[src/rtl/mcs_pkg.sv]
package mcs_pkg;

    typedef enum logic [3:0] {
        CMD_NONE    = 4'b0000,
        CMD_MEM_RD  = 4'b0110,
        CMD_MEM_WR  = 4'b0111,
        CMD_RD_MULT = 4'b1100,
        CMD_RD_LINE = 4'b1110,
        CMD_MEM_WRI = 4'b1111
    } bus_cmd_e;

    typedef enum logic [1:0] {
        RDP_PLAIN = 2'b00,
        RDP_LINE  = 2'b01,
        RDP_MULT  = 2'b10,
        RDP_AUTO  = 2'b11
    } rd_policy_e;

    typedef struct packed {
        logic     vld;
        bus_cmd_e cmd;
    } sel_state_t;

    localparam int unsigned SHORT_READ_MAX = 2;

endpackage

[src/rtl/mcs_line_check.sv]
// Cache-line geometry of a transfer: line size legality, start alignment and
// whether the length spans more than one line.
module mcs_line_check #(
    parameter int unsigned ADDR_W     = 32,
    parameter int unsigned LEN_W      = 12,
    parameter int unsigned CLS_W      = 8,
    parameter int unsigned PHASE_BYTES = 4
) (
    input  logic [ADDR_W-1:0] addr_i,
    input  logic [LEN_W-1:0]  len_i,
    input  logic [CLS_W-1:0]  line_dw_i,
    output logic              line_nz_o,
    output logic              line_pow2_o,
    output logic              aligned_o,
    output logic              len_gt_line_o
);
    localparam int unsigned OFS_W = (PHASE_BYTES > 1) ? $clog2(PHASE_BYTES) : 0;
    localparam int unsigned DW_W  = ADDR_W - OFS_W;
    localparam int unsigned CMP_W = (LEN_W > CLS_W) ? LEN_W : CLS_W;

    logic [DW_W-1:0]  dw_index;
    logic [DW_W-1:0]  line_mask;
    logic [CLS_W-1:0] line_m1;
    logic             phase_aligned;
    logic [CMP_W-1:0] len_ext;
    logic [CMP_W-1:0] line_ext;

    generate
        if (OFS_W > 0) begin : g_sub_phase
            assign phase_aligned = (addr_i[OFS_W-1:0] == '0);
            assign dw_index      = addr_i[ADDR_W-1:OFS_W];
        end else begin : g_whole_phase
            assign phase_aligned = 1'b1;
            assign dw_index      = addr_i;
        end
    endgenerate

    always_comb begin
        line_m1       = line_dw_i - 1'b1;
        line_mask     = DW_W'(line_m1);
        line_nz_o     = (line_dw_i != '0);
        line_pow2_o   = line_nz_o && ((line_dw_i & line_m1) == '0);
        aligned_o     = phase_aligned && ((dw_index & line_mask) == '0);
        len_ext       = CMP_W'(len_i);
        line_ext      = CMP_W'(line_dw_i);
        len_gt_line_o = (len_ext > line_ext);
    end

endmodule

[src/rtl/mcs_read_pick.sv]
// Read command choice from length class and configured policy.
module mcs_read_pick
    import mcs_pkg::*;
#(
    parameter int unsigned LEN_W = 12
) (
    input  logic [LEN_W-1:0] len_i,
    input  logic [1:0]       policy_i,
    input  logic             line_nz_i,
    input  logic             len_gt_line_i,
    output bus_cmd_e         cmd_o
);
    logic       long_read;
    rd_policy_e pol;

    always_comb begin
        long_read = (len_i > LEN_W'(SHORT_READ_MAX));
        pol       = rd_policy_e'(policy_i);
        cmd_o     = CMD_MEM_RD;
        if (long_read) begin
            unique case (pol)
                RDP_PLAIN: cmd_o = CMD_MEM_RD;
                RDP_LINE:  cmd_o = CMD_RD_LINE;
                RDP_MULT:  cmd_o = CMD_RD_MULT;
                RDP_AUTO:  cmd_o = (line_nz_i && len_gt_line_i) ? CMD_RD_MULT
                                                                 : CMD_RD_LINE;
                default:   cmd_o = CMD_MEM_RD;
            endcase
        end
    end

endmodule

[src/rtl/mcs_write_pick.sv]
// Write command choice: promotion to write-and-invalidate when whole lines are covered.
module mcs_write_pick
    import mcs_pkg::*;
(
    input  logic     wi_en_i,
    input  logic     line_pow2_i,
    input  logic     aligned_i,
    input  logic     len_gt_line_i,
    output bus_cmd_e cmd_o
);
    logic promote;

    always_comb begin
        promote = wi_en_i && line_pow2_i && aligned_i && len_gt_line_i;
        cmd_o   = promote ? CMD_MEM_WRI : CMD_MEM_WR;
    end

endmodule

[src/rtl/mstr_cmd_sel.sv]
module mstr_cmd_sel
    import mcs_pkg::*;
#(
    parameter int unsigned ADDR_W = 32,
    parameter int unsigned LEN_W  = 12,
    parameter int unsigned CLS_W  = 8
) (
    input  logic              clk,
    input  logic              rst_n,
    input  logic              req_valid,
    input  logic              req_write,
    input  logic [ADDR_W-1:0] req_addr,
    input  logic [LEN_W-1:0]  req_len,
    input  logic [1:0]        cfg_rd_policy,
    input  logic              cfg_wi_en,
    input  logic [CLS_W-1:0]  cfg_line_dw,
    output logic              cmd_valid,
    output logic [3:0]        cmd_code
);
    localparam sel_state_t RESET_STATE = '{vld: 1'b0, cmd: CMD_NONE};

    logic       line_nz;
    logic       line_pow2;
    logic       aligned;
    logic       len_gt_line;
    bus_cmd_e   rd_cmd;
    bus_cmd_e   wr_cmd;
    sel_state_t state_d;
    sel_state_t state_q;

    mcs_line_check #(
        .ADDR_W      (ADDR_W),
        .LEN_W       (LEN_W),
        .CLS_W       (CLS_W),
        .PHASE_BYTES (4)
    ) i_line (
        .addr_i        (req_addr),
        .len_i         (req_len),
        .line_dw_i     (cfg_line_dw),
        .line_nz_o     (line_nz),
        .line_pow2_o   (line_pow2),
        .aligned_o     (aligned),
        .len_gt_line_o (len_gt_line)
    );

    mcs_read_pick #(
        .LEN_W (LEN_W)
    ) i_rd (
        .len_i         (req_len),
        .policy_i      (cfg_rd_policy),
        .line_nz_i     (line_nz),
        .len_gt_line_i (len_gt_line),
        .cmd_o         (rd_cmd)
    );

    mcs_write_pick i_wr (
        .wi_en_i       (cfg_wi_en),
        .line_pow2_i   (line_pow2),
        .aligned_i     (aligned),
        .len_gt_line_i (len_gt_line),
        .cmd_o         (wr_cmd)
    );

    always_comb begin
        state_d     = state_q;
        state_d.vld = req_valid;
        if (req_valid) begin
            state_d.cmd = req_write ? wr_cmd : rd_cmd;
        end
    end

    always_ff @(posedge clk or negedge rst_n) begin
        if (!rst_n) begin
            state_q <= RESET_STATE;
        end else begin
            state_q <= state_d;
        end
    end

    assign cmd_valid = state_q.vld;
    assign cmd_code  = state_q.cmd;

endmodule

[config.mk]
export PLATFORM = sky130hd
export DESIGN_NAME = mstr_cmd_sel
export DESIGN_NICKNAME = d
export VERILOG_FILES = /design/src/rtl/mcs_pkg.sv /design/src/rtl/mcs_line_check.sv /design/src/rtl/mcs_read_pick.sv /design/src/rtl/mcs_write_pick.sv /design/src/rtl/mstr_cmd_sel.sv
export SDC_FILE = /design/constraint.sdc
export NUM_CORES = 1
export LEC_CHECK = 0
export ABC_AREA = 1
export BUFFER_PORTS_ARGS = -buffer_cell sky130_fd_sc_hd__buf_2
export CAP_MARGIN = 20
export CORE_MARGIN = 2
export CORE_UTILIZATION = 41
export CTS_CLUSTER_SIZE = 14
export DETAILED_ROUTE_END_ITERATION = 6
export GPL_ROUTABILITY_DRIVEN = 1
export MAX_ROUTING_LAYER = met4
export PLACE_DENSITY = 0.84
export SYNTH_ARGS = -nofsm -noshare
export SYNTH_HDL_FRONTEND = slang
export SYNTH_SLANG_ARGS = --single-unit
[constraint.sdc]
create_clock -name clk -period 1.8 [get_ports clk]
set_input_delay 0.18 -clock clk [delete_from_list [all_inputs] [get_ports clk]]
set_output_delay 0.18 -clock clk [all_outputs]
set_load 0.02 [all_outputs]
==> flow_metrics.py <==
metrics = {
    "die": {
        "io_pins": 64,
        "start_util_pct": 44.5,
        "dieWidth_um": 47.5,
        "die-area_um2": 2260,
        "rows": 15,
        "core-area_um2": 1750,
        "fp.dieH_um": 47.5,
    },
    "detailed_routing": {
        "drc": 0,
        "ant_nets": 0,
        "wire_per_inst_um": 9.06,
        "viasPerCell": 4.62,
        "drt-pass1-iter-count": 4,
        "finalWirelength_um": 1770,
        "vias": 900,
        "detail_route.iter0.violations": 3,
    },
    "place": {
        "dp_hpwl_um": 1640,
        "portBuffers": 41,
        "place_congestion": 0.762,
        "post-place-cells": 190,
    },
    "power_and_ir_drop": {
        "p_comb_share_pct": 40.4,
        "p_int_uw": 282,
        "clock_power_share_pct": 30.4,
        "power.density_nw_per_um2": 402,
        "max-vdd-ir-drop_mv": 0.213,
        "switchingPower_uw": 140,
        "seq_power_share_pct": 29.2,
        "swShare_pct": 33.2,
        "p_leak_uw": 0.000621,
    },
    "worst_setup_path": {
        "critPathMaxFanout": 4,
        "cp.arrival_ns": 1.41,
        "worst_setup_path_start_kind": "input port",
        "required_ns": 1.98,
        "path_class": "input port to flip-flop",
        "r2r-start": "cmd_code[2]",
        "r2r_cells": 1,
        "cp-startpoint": "cfg_line_dw[1]",
        "worstSetupEndpointType": "flip-flop",
    },
    "grt": {
        "grt_first_pass_wirelength_um": 3070,
        "busiest_layer": "met2",
        "grtUsageMet2_pct": 37.8,
        "grt_pass1_vias": 862,
        "met3_usage_pct": 1.13,
        "use_met1_pct": 19.6,
        "antenna_found_initial": 0,
        "overflow": 0,
        "track_usage_pct": 19.2,
        "grt_max_degree": 6,
    },
    "sta": {
        "rsz0062_at_grt": "false",
        "fin_crit_ns": 1.23,
        "hold_viol_final": 0,
        "setup_viol": 0,
        "slew_viol_final": 0,
        "fin_crit_sh_pct": 68.4,
        "relSlewSlack_pct": 82.1,
        "fin_skew_ns": 0,
        "setup-tns-final_ns": 0,
        "tightest_slew_ns": 0.267,
        "fmax_mhz": 813,
    },
    "synthesis": {
        "yosysTopAreaCellShare_pct": 25.8,
        "synth_compound_area_share_pct": 8.05,
        "syn_inst": 124,
        "synth_fa_ha_area_share_pct": 25.8,
        "synth-xor-area-share_pct": 0,
        "synth-seq-area-share_pct": 16.1,
        "yosys_register_bits": 5,
        "yosys.area_share.simple_pct": 35.1,
        "syn_avg_cell_area_um2": 6.27,
        "syn_nets": 199,
        "synth_top_family_by_area": "simple AND/OR/NAND/NOR gates",
        "yosysWarnings": 0,
        "synthTopCellsByArea": "ha_1 26%, dfrtp_1 16%, inv_1 13%, nand2_1 13%, nor2_1 10%",
        "synth_area_um2": 777,
        "synth_cell_types": 21,
        "synth_top_area_cell": "ha_1",
        "synth.mux.area_fraction_pct": 0,
    },
    "finish": {
        "n_antenna_cell": 0,
        "drive_above_1_share_pct": 31.8,
        "final_util_pct": 60.1,
        "fin_nets": 246,
        "area_delta_synth_final_pct": 35.1,
        "stdcell_count": 195,
    },
    "worst_hold_path": {
        "holdCritStartpoint": "req_valid",
        "hold_path_depth": 1,
        "worstHoldPathType": "input port to flip-flop",
    },
    "cts": {
        "cts_buffers": 3,
        "cts_sinks": 5,
        "htree_levels": 1,
        "clk_pin_slew_ns": 0.05,
        "insertion_delay_ns": 0.24,
        "cts_tree": "done",
        "cts_setup_buffers": 0,
        "root_buffer": "clkbuf_4",
        "cts_buffer_depth": 2,
    },
    "job": {
        "cap_violations": 0,
    },
    "outcome": {
        "status": "finished clean",
    },
}
worst max-delay path: stages:
cell	delay, ns
buf_2	0.11
inv_1	0.08
ha_1	0.21
inv_1	0.06
ha_1	0.17
nor4_1	0.29
nand3_1	0.11
nor2_1	0.10
nand2_1	0.06
nand2_1	0.05
cells in the mapped netlist (all sizes together):
| cell type | count |
|---|---|
| inv | 30 |
| nand2 | 29 |
| nor2 | 23 |
| ha | 16 |
| dfrtp | 5 |
| a21oi | 4 |
| nand3 | 3 |
| o22ai | 3 |
| nand4 | 2 |
| nor4 | 2 |
| a22oi | 1 |
| and3 | 1 |
| clkinv | 1 |
| nor4b | 1 |
| o21a | 1 |
| o21ai | 1 |
| or2 | 1 |
power groups by stage:
| stage | combinational (uW) | sequential (uW) | clock [uW] |
|---|---|---|---|
| 2_1_floorplan | 83.1 | 134 | 0 |
| 3_3_place_gp | 162 | 124 | 0 |
| 3_5_place_dp | 170 | 125 | 0 |
| 4_1_cts | 172 | 123 | 134 |
| 5_1_grt | 199 | 124 | 143 |
| 6_report | 170 | 123 | 128 |
cell type report:
cell class	instances	area, um^2
clock buffers	4	26.3
fillers	180	696
inverters	31	116
multi-input cells	88	536
flip-flops and latches	5	125
well taps	25	31.3
repair buffers	42	215
worst paths after layout:
kind	to	slack (ns)
max	cmd_code[3]	0.57
max reg2reg	cmd_code[2]	1.05
min reg2reg	cmd_code[2]	0.46
max in group asynchronous	cmd_code[1]	1.38
min	cmd_valid	0.12
min in group asynchronous	cmd_code[0]	0.29
sequential cells by signal, summed over array words and instances (netlist names):
register,cells
cmd_code,4
cmd_valid,1
per-layer routing:
layer	routed length [um]	part of all wire, %
met3	109	6.2
met1	723	41
met5	0	0
met2	927	52
met4	6	0.34
layout by cell type (no fill, tap or decap):
| cell type | Yosys | final |
|---|---|---|
| buf_2 | 0 | 41 |
| nor4b_2 | 1 | 1 |
| clkbuf_1 | 0 | 1 |
| inv_2 | 3 | 3 |
| a21oi_2 | 1 | 1 |
| clkbuf_4 | 0 | 3 |
| nor2_2 | 2 | 2 |
| nor4_1 | 2 | 2 |
| nand4_1 | 2 | 2 |
| nand2_2 | 2 | 2 |
| or2_2 | 1 | 1 |
| o21ai_1 | 1 | 1 |
| nor2_1 | 21 | 21 |
| and3_1 | 1 | 1 |
| inv_1 | 27 | 27 |
| dfrtp_1 | 5 | 5 |
| clkinv_1 | 1 | 1 |
| dlygate4sd3_1 | 0 | 1 |
| nand3_1 | 3 | 3 |
| o21a_1 | 1 | 1 |
| a21oi_1 | 3 | 3 |
| nand2_1 | 27 | 27 |
| o22ai_1 | 3 | 3 |
| ha_1 | 16 | 16 |
| a22oi_1 | 1 | 1 |
repair_timing:
item                       CTS  global route
hold buffers                 1             0
gates resized for setup      0             0
setup endpoints to repair    0             0
hold endpoints to repair     5             0
kinds of logic (layout without fill, tap and decap cells):
| family | after synthesis | count (layout) |
|---|---|---|
| flip-flops | 5 | 5 |
| adder cells (fa/ha/maj) | 16 | 16 |
| AND/OR/NAND/NOR | 62 | 62 |
| AO/OA/AOI/OAI | 10 | 10 |
| buffers and inverters | 31 | 77 |
stage by stage:
step           hold WS, ns  total power [uW]  setup slack (ns)  instance area, um^2
4_1_cts              0.112               429             0.562                 1050
2_1_floorplan       -0.116               217             0.567                  777
6_report             0.119               422             0.569                 1050
3_3_place_gp      -0.00617               286             0.313                 1010
3_5_place_dp      -0.00181               295             0.318                 1010
5_1_grt              0.113               466             0.410                 1050
No activity file was read; power rests on OpenSTA's default activity.
